<file path="src/rtl/stim_seq_pkg.sv">
// Shared types for the stimulus vector sequencer.
// Assumes a 2-bit kind field at the top of every stored entry.
package stim_seq_pkg;

    typedef enum logic [1:0] {
        KIND_DATA     = 2'b00,
        KIND_WAIT_EV  = 2'b01,
        KIND_SEND_ARM = 2'b10,
        KIND_WAIT_ARM = 2'b11
    } entry_kind_e;

    typedef enum logic [1:0] {
        SQ_IDLE = 2'b00,
        SQ_RUN  = 2'b01,
        SQ_DONE = 2'b10
    } seq_state_e;

endpackage

</file>
<file path="src/rtl/stim_vec_store.sv">
// Vector store: single write port, asynchronous read port.
// Assumes the store is written only while the engine is idle; contents are not reset.
module stim_vec_store #(
    parameter int EW    = 50,
    parameter int DEPTH = 64,
    parameter int AW    = $clog2(DEPTH)
) (
    input  logic          clk,
    input  logic          wr_en,
    input  logic [AW-1:0] wr_addr,
    input  logic [EW-1:0] wr_data,
    input  logic [AW-1:0] rd_addr,
    output logic [EW-1:0] rd_data
);
    logic [EW-1:0] mem [DEPTH];

    // Store one entry per write strobe.
    always_ff @(posedge clk) begin
        if (wr_en) mem[wr_addr] <= wr_data;
    end

    // Present the entry at the current program address.
    assign rd_data = mem[rd_addr];
endmodule

</file>
<file path="src/rtl/stim_event_match.sv">
// Evaluates the release condition of a wait entry.
// Each of NCOND conditions is a mask over all 2**EVW event values; the event is level-sensed.
module stim_event_match #(
    parameter int NCOND = 4,
    parameter int EVW   = 3,
    parameter int CIW   = $clog2(NCOND),
    parameter int NV    = 1 << EVW
) (
    input  logic [NCOND*NV-1:0] cond_mask,
    input  logic [EVW-1:0]      ev_in,
    input  logic                arm_in,
    input  logic [CIW-1:0]      cond_sel,
    input  logic                use_arm,
    output logic                cond_ok
);
    logic [NCOND-1:0] hit;

    // One lookup per condition: is the present event value in its mask.
    for (genvar g = 0; g < NCOND; g++) begin : g_cond
        logic [NV-1:0] m;
        assign m      = cond_mask[g*NV +: NV];
        assign hit[g] = m[ev_in];
    end

    // Pick the arm input or the selected condition.
    always_comb begin
        cond_ok = use_arm ? arm_in : hit[cond_sel];
    end
endmodule

</file>
<file path="src/rtl/stim_seq_ctrl.sv">
// Program sequencer: walks the store address, applies data entries, issues arm pulses,
// and stalls on wait entries. Assumes main_start <= last_addr.
module stim_seq_ctrl
    import stim_seq_pkg::*;
#(
    parameter int VW = 48,
    parameter int AW = 6
) (
    input  logic          clk,
    input  logic          rst_n,
    input  entry_kind_e   kind,
    input  logic [VW-1:0] payload,
    input  logic          cond_ok,
    input  logic          start,
    input  logic          stop,
    input  logic          repeat_en,
    input  logic [AW-1:0] main_start,
    input  logic [AW-1:0] last_addr,
    output logic [AW-1:0] rd_addr,
    output logic [VW-1:0] vec_out,
    output logic          arm_out,
    output logic          running,
    output logic          done
);
    seq_state_e state;
    logic       step;
    logic       is_wait;
    logic       at_end;

    // Decide whether the current entry lets the program move on.
    always_comb begin
        is_wait = (kind == KIND_WAIT_EV) || (kind == KIND_WAIT_ARM);
        step    = !is_wait || cond_ok;
        at_end  = (rd_addr == last_addr);
    end

    // State, address, output vector and arm pulse.
    always_ff @(posedge clk) begin
        if (!rst_n) begin
            state   <= SQ_IDLE;
            rd_addr <= '0;
            vec_out <= '0;
            arm_out <= 1'b0;
        end else begin
            arm_out <= 1'b0;
            if (stop) begin
                state <= SQ_IDLE;
            end else begin
                case (state)
                    SQ_IDLE, SQ_DONE: begin
                        if (start) begin
                            state   <= SQ_RUN;
                            rd_addr <= '0;
                        end
                    end
                    SQ_RUN: begin
                        if (kind == KIND_DATA)     vec_out <= payload;
                        if (kind == KIND_SEND_ARM) arm_out <= 1'b1;
                        if (step) begin
                            if (at_end) begin
                                if (repeat_en) rd_addr <= main_start;
                                else           state   <= SQ_DONE;
                            end else begin
                                rd_addr <= rd_addr + 1'b1;
                            end
                        end
                    end
                    default: state <= SQ_IDLE;
                endcase
            end
        end
    end

    assign running = (state == SQ_RUN);
    assign done    = (state == SQ_DONE);


    stop_to_idle_chk: assert property (@(posedge clk) disable iff (!rst_n)
        stop |=> (!running && !done));


    idle_hold_chk: assert property (@(posedge clk) disable iff (!rst_n)
        !running |=> $stable(vec_out));


    wait_hold_chk: assert property (@(posedge clk) disable iff (!rst_n)
        (running && !stop && is_wait && !cond_ok) |=>
            ($stable(vec_out) && $stable(rd_addr) && running));


    arm_src_chk: assert property (@(posedge clk) disable iff (!rst_n)
        arm_out |-> ($past(running) && $past(kind == KIND_SEND_ARM)));


    wrap_chk: assert property (@(posedge clk) disable iff (!rst_n)
        (running && !stop && step && at_end && repeat_en) |=>
            (running && rd_addr == $past(main_start)));


    single_end_chk: assert property (@(posedge clk) disable iff (!rst_n)
        (running && !stop && step && at_end && !repeat_en) |=> (done && !running));


    begin_chk: assert property (@(posedge clk) disable iff (!rst_n)
        $rose(running) |-> (rd_addr == '0));
endmodule

</file>
<file path="src/rtl/stim_vec_seq.sv">
// Top of the stimulus vector sequencer: store, wait-condition evaluator and sequencer.
// Entry layout: kind in the top two bits, payload below; wait entries use the low
// payload bits as the condition index.
module stim_vec_seq
    import stim_seq_pkg::*;
#(
    parameter int VW    = 48,
    parameter int DEPTH = 64,
    parameter int NCOND = 4,
    parameter int EVW   = 3,
    localparam int AW   = $clog2(DEPTH),
    localparam int EW   = VW + 2,
    localparam int CIW  = $clog2(NCOND),
    localparam int NV   = 1 << EVW
) (
    input  logic                clk,
    input  logic                rst_n,
    input  logic                wr_en,
    input  logic [AW-1:0]       wr_addr,
    input  logic [EW-1:0]       wr_data,
    input  logic [NCOND*NV-1:0] cond_mask,
    input  logic [AW-1:0]       main_start,
    input  logic [AW-1:0]       last_addr,
    input  logic                repeat_en,
    input  logic                start,
    input  logic                stop,
    input  logic [EVW-1:0]      ev_in,
    input  logic                arm_in,
    output logic [VW-1:0]       vec_out,
    output logic                arm_out,
    output logic                running,
    output logic                done
);
    logic [AW-1:0] rd_addr;
    logic [EW-1:0] entry;
    entry_kind_e   kind;
    logic          cond_ok;

    stim_vec_store #(.EW(EW), .DEPTH(DEPTH), .AW(AW)) u_store (
        .clk     (clk),
        .wr_en   (wr_en),
        .wr_addr (wr_addr),
        .wr_data (wr_data),
        .rd_addr (rd_addr),
        .rd_data (entry)
    );

    // Split the entry into its kind field.
    assign kind = entry_kind_e'(entry[EW-1 -: 2]);

    stim_event_match #(.NCOND(NCOND), .EVW(EVW), .CIW(CIW), .NV(NV)) u_match (
        .cond_mask (cond_mask),
        .ev_in     (ev_in),
        .arm_in    (arm_in),
        .cond_sel  (entry[CIW-1:0]),
        .use_arm   (kind == KIND_WAIT_ARM),
        .cond_ok   (cond_ok)
    );

    stim_seq_ctrl #(.VW(VW), .AW(AW)) u_ctrl (
        .clk        (clk),
        .rst_n      (rst_n),
        .kind       (kind),
        .payload    (entry[VW-1:0]),
        .cond_ok    (cond_ok),
        .start      (start),
        .stop       (stop),
        .repeat_en  (repeat_en),
        .main_start (main_start),
        .last_addr  (last_addr),
        .rd_addr    (rd_addr),
        .vec_out    (vec_out),
        .arm_out    (arm_out),
        .running    (running),
        .done       (done)
    );
endmodule

</file>
<file path="config.mk">
export PLATFORM = sky130hd
export DESIGN_NAME = stim_vec_seq
export DESIGN_NICKNAME = d
export VERILOG_FILES = /design/src/rtl/stim_seq_pkg.sv /design/src/rtl/stim_vec_store.sv /design/src/rtl/stim_event_match.sv /design/src/rtl/stim_seq_ctrl.sv /design/src/rtl/stim_vec_seq.sv
export SDC_FILE = /design/constraint.sdc
export NUM_CORES = 2
export LEC_CHECK = 0
export BUFFER_PORTS_ARGS = -buffer_cell sky130_fd_sc_hd__buf_2
export CAP_MARGIN = 20
export CELL_PAD_IN_SITES_DETAIL_PLACEMENT = 0
export CELL_PAD_IN_SITES_GLOBAL_PLACEMENT = 2
export CORE_MARGIN = 10
export CORE_UTILIZATION = 35
export CTS_CLUSTER_SIZE = 28
export DETAILED_ROUTE_END_ITERATION = 10
export PLACE_DENSITY = 0.56
export SYNTH_ARGS = -nofsm -noshare
export SYNTH_HDL_FRONTEND = slang
export SYNTH_SLANG_ARGS = --single-unit
</file>
<file path="constraint.sdc">
create_clock -name clk -period 6.95 [get_ports clk]
set_input_delay 0.3475 -clock clk [delete_from_list [all_inputs] [get_ports clk]]
set_output_delay 0.3475 -clock clk [all_outputs]
set_load 0.005 [all_outputs]
</file>
==> impl_metrics.toml <==
[sta]
hold_viol = 0
period_minus_slack_ns = 5.15
rsz0062_at_grt = "false"
finalSetupTns_ns = 0
worst_pin_slew_ns = 1.21
fmax_ghz = 0.194
setup_violations = 0
period_share_pct = 74.1
skew_ns = 0.0337
finalMaxSlewViolations = 0
slew_headroom_pct = 19.5

[synth]
async_flop_share_pct = 0
yosysWarnings = 0
yosysMostFrequentCell = "edfxtp_1"
synth.area.top_cells = "edfxtp_1 77%, mux4_2 18%, dfxtp_1 1.0%"
syn_nets = 5139
synthDominantCellAreaShare_pct = 77.2
synth-edff-count = 3200
synth_commonest_cells = "3,200 x edfxtp_1, 994 x mux4_2, 159 x clkbuf_1"
seq_area_frac_synth_pct = 78.2
synth_area_um2 = 124000
yosys_most_used_dff = "edfxtp_1"
synth_cell_types = 60
synth_top_area_cell = "edfxtp_1"
synth_seq_cells = 3263
synthCells = 5028
postSynthAreaPerCell_um2 = 24.8

[floorplan]
start_util_pct = 35.2
row_count = 218
ios = 161
die-area_um2 = 380000
die_w_um = 616
dieHeight_um = 616
core_area_um2 = 353000

[clock_network]
ctsHoldBuffers = 16
worst_skew_pair.late_latency_ns = 0.93
clock-sinks = 3263
cts_buffers = 342
cts_setup_buffers = 0
cts_resized = 0
ctsHtreeMaxLevel = 5
clockRootBuffer = "clkbuf_16"
path_clk_slew_ns = 0.06
cts_tree = "yes"
clockBufferDepth = 4

[finish]
drive_above_1_share_pct = 32.8
syn_to_final_growth_pct = 15.8
fill_cells = 30900
fin_nets = 5609
fin_util_pct = 40.8

[global_route]
overflow = 0
grt_max_degree = 140
grt_pass1_wl_um = 510000
antenna_found_initial = 26
grt_pass1_vias = 59700
grt.total_usage_pct = 19.2

[min_path]
hold_end = "u_store.mem[54][37]$_DFFE_PP_"
worst_hold_startpoint = "wr_data[37]"
hold_path_class = "in2reg"
min_path_cells = 2

[worst_setup_path]
reg2reg_depth = 10
path_max_fanout = 46
startpoint_type = "flop"
arrival_ns = 5.96
worst-endpoint-required_ns = 7.76
end_kind = "flop"
path_class = "reg2reg"
reg2reg_slack_ns = 1.80

[power_and_ir_drop]
p_leak_uw = 0.0432
powerDensity_nw_per_um2 = 282
ir_drop_uv = 193

[route]
drt-initial-drc-count = 6213
ant_nets = 0
drcViolationCount = 0
wl_um = 375000
vias = 57700
via_per_inst = 5.49
avgRoutedWirePerCell_um = 35.7
firstDrtPassIters = 6

[placed_design]
gp_congestion = 0.717
hpwl_um = 200000
numPortBuffers = 160

[status]
status = "complete, no violations"

[job]
drv_cap = 0
==> metal layers <==
layer	global-route usage [%]	up-vias	share of wire, %
li1	-	22900	-
met1	27.2	32600	44
met2	31.6	1797	49
met3	2.70	434	5.1
met4	4.52	4	2.3
met5	0	-	0.0061
==> state kept, by name, indices dropped and copies added (netlist names), named ones only <==
signal          cells
u_ctrl.arm_out      1
u_store.mem      3200
u_ctrl.state        2
u_ctrl.vec_out     48
u_ctrl.rd_addr      6
==> per-stage QoR <==
stage / area [µm²] / std cells / setup WS [ns] / total power, µW / hold slack (ns)
after floorplan: 124000 / 5028 / 1.99 / 22700 / 0.446
after global routing: 144000 / 10500 / 1.49 / 41900 / 0.0899
after detailed placement: 132000 / 9807 / 2.19 / 23200 / 0.478
after global placement: 132000 / 9797 / 2.13 / 23200 / 0.471
after CTS: 143000 / 10400 / 1.72 / 41000 / 0.0234
final: 144000 / 10500 / 1.80 / 40600 / 0.0720
==> layout by cell type, fill, tap and decap left out, types with 51 or more instances in the layout <==
master and instances:
clkinv_2 54, dfxtp_1 57, buf_12 72, edfxtp_1 3200
buf_4 113, nor2_4 62, clkinv_1 64, nand2_1 51
clkbuf_16 355, buf_2 160, mux2i_1 82, clkbuf_1 85
mux4_2 994
==> power by group <==
group	internal (µW)	switching, µW	total (µW)	leakage (µW)
clock	10200	7600	17800	0.00523
sequential	21700	36.5	21800	0.0293
combinational	390	658	1050	0.00869
==> critical path, cell delays in order, from the launching register on <==
cell and delay (ns):
dfxtp_4 1.08, buf_4 0.59, mux4_2 0.39, or2_1 0.23, a21oi_2 0.15, o211ai_2 0.14
or4_1 0.50, a32o_1 0.44, o21ai_1 0.71, o32ai_1 0.17, dlygate4sd3_1 0.58
==> area by class of cell <==
cell class	instances	area, µm²	share of cell area, %
clock buffer	447	9300	6.45
clock inverter	165	1430	0.992
sequential	3263	97400	67.6
antenna	4	10.0	0.00695
tap	4730	5920	4.11
inverter	16	68.8	0.0478
multi-input combinational	1477	26300	18.2
timing repair buffer	398	3710	2.58
==> cell families after synthesis <==
kind of cell,after synthesis,synth area share (%)
flip-flops,3263,78.2
multiplexers,1094,19.0
adder cells (fa/ha/maj),1,0.0101
XOR/XNOR,6,0.0422
AO/OA/AOI/OAI,140,0.829
AND/OR/NAND/NOR,236,0.880
buffers and inverters,288,1.07
==> worst max-delay path by stage <==
| stage | from | end |
|---|---|---|
| after floorplan | wr_addr[5] | u_store.mem[48][0]$_DFFE_PP_ |
| after global placement | flop | u_ctrl.vec_out[37]$_SDFFE_PN0P_ |
| after detailed placement | flop | u_ctrl.vec_out[37]$_SDFFE_PN0P_ |
| after CTS | flop | u_ctrl.rd_addr[0]$_SDFFE_PN0P_ |
| after global routing | flop | flop |
| final | flop | flop |
Power figures use the tool's default switching activity.
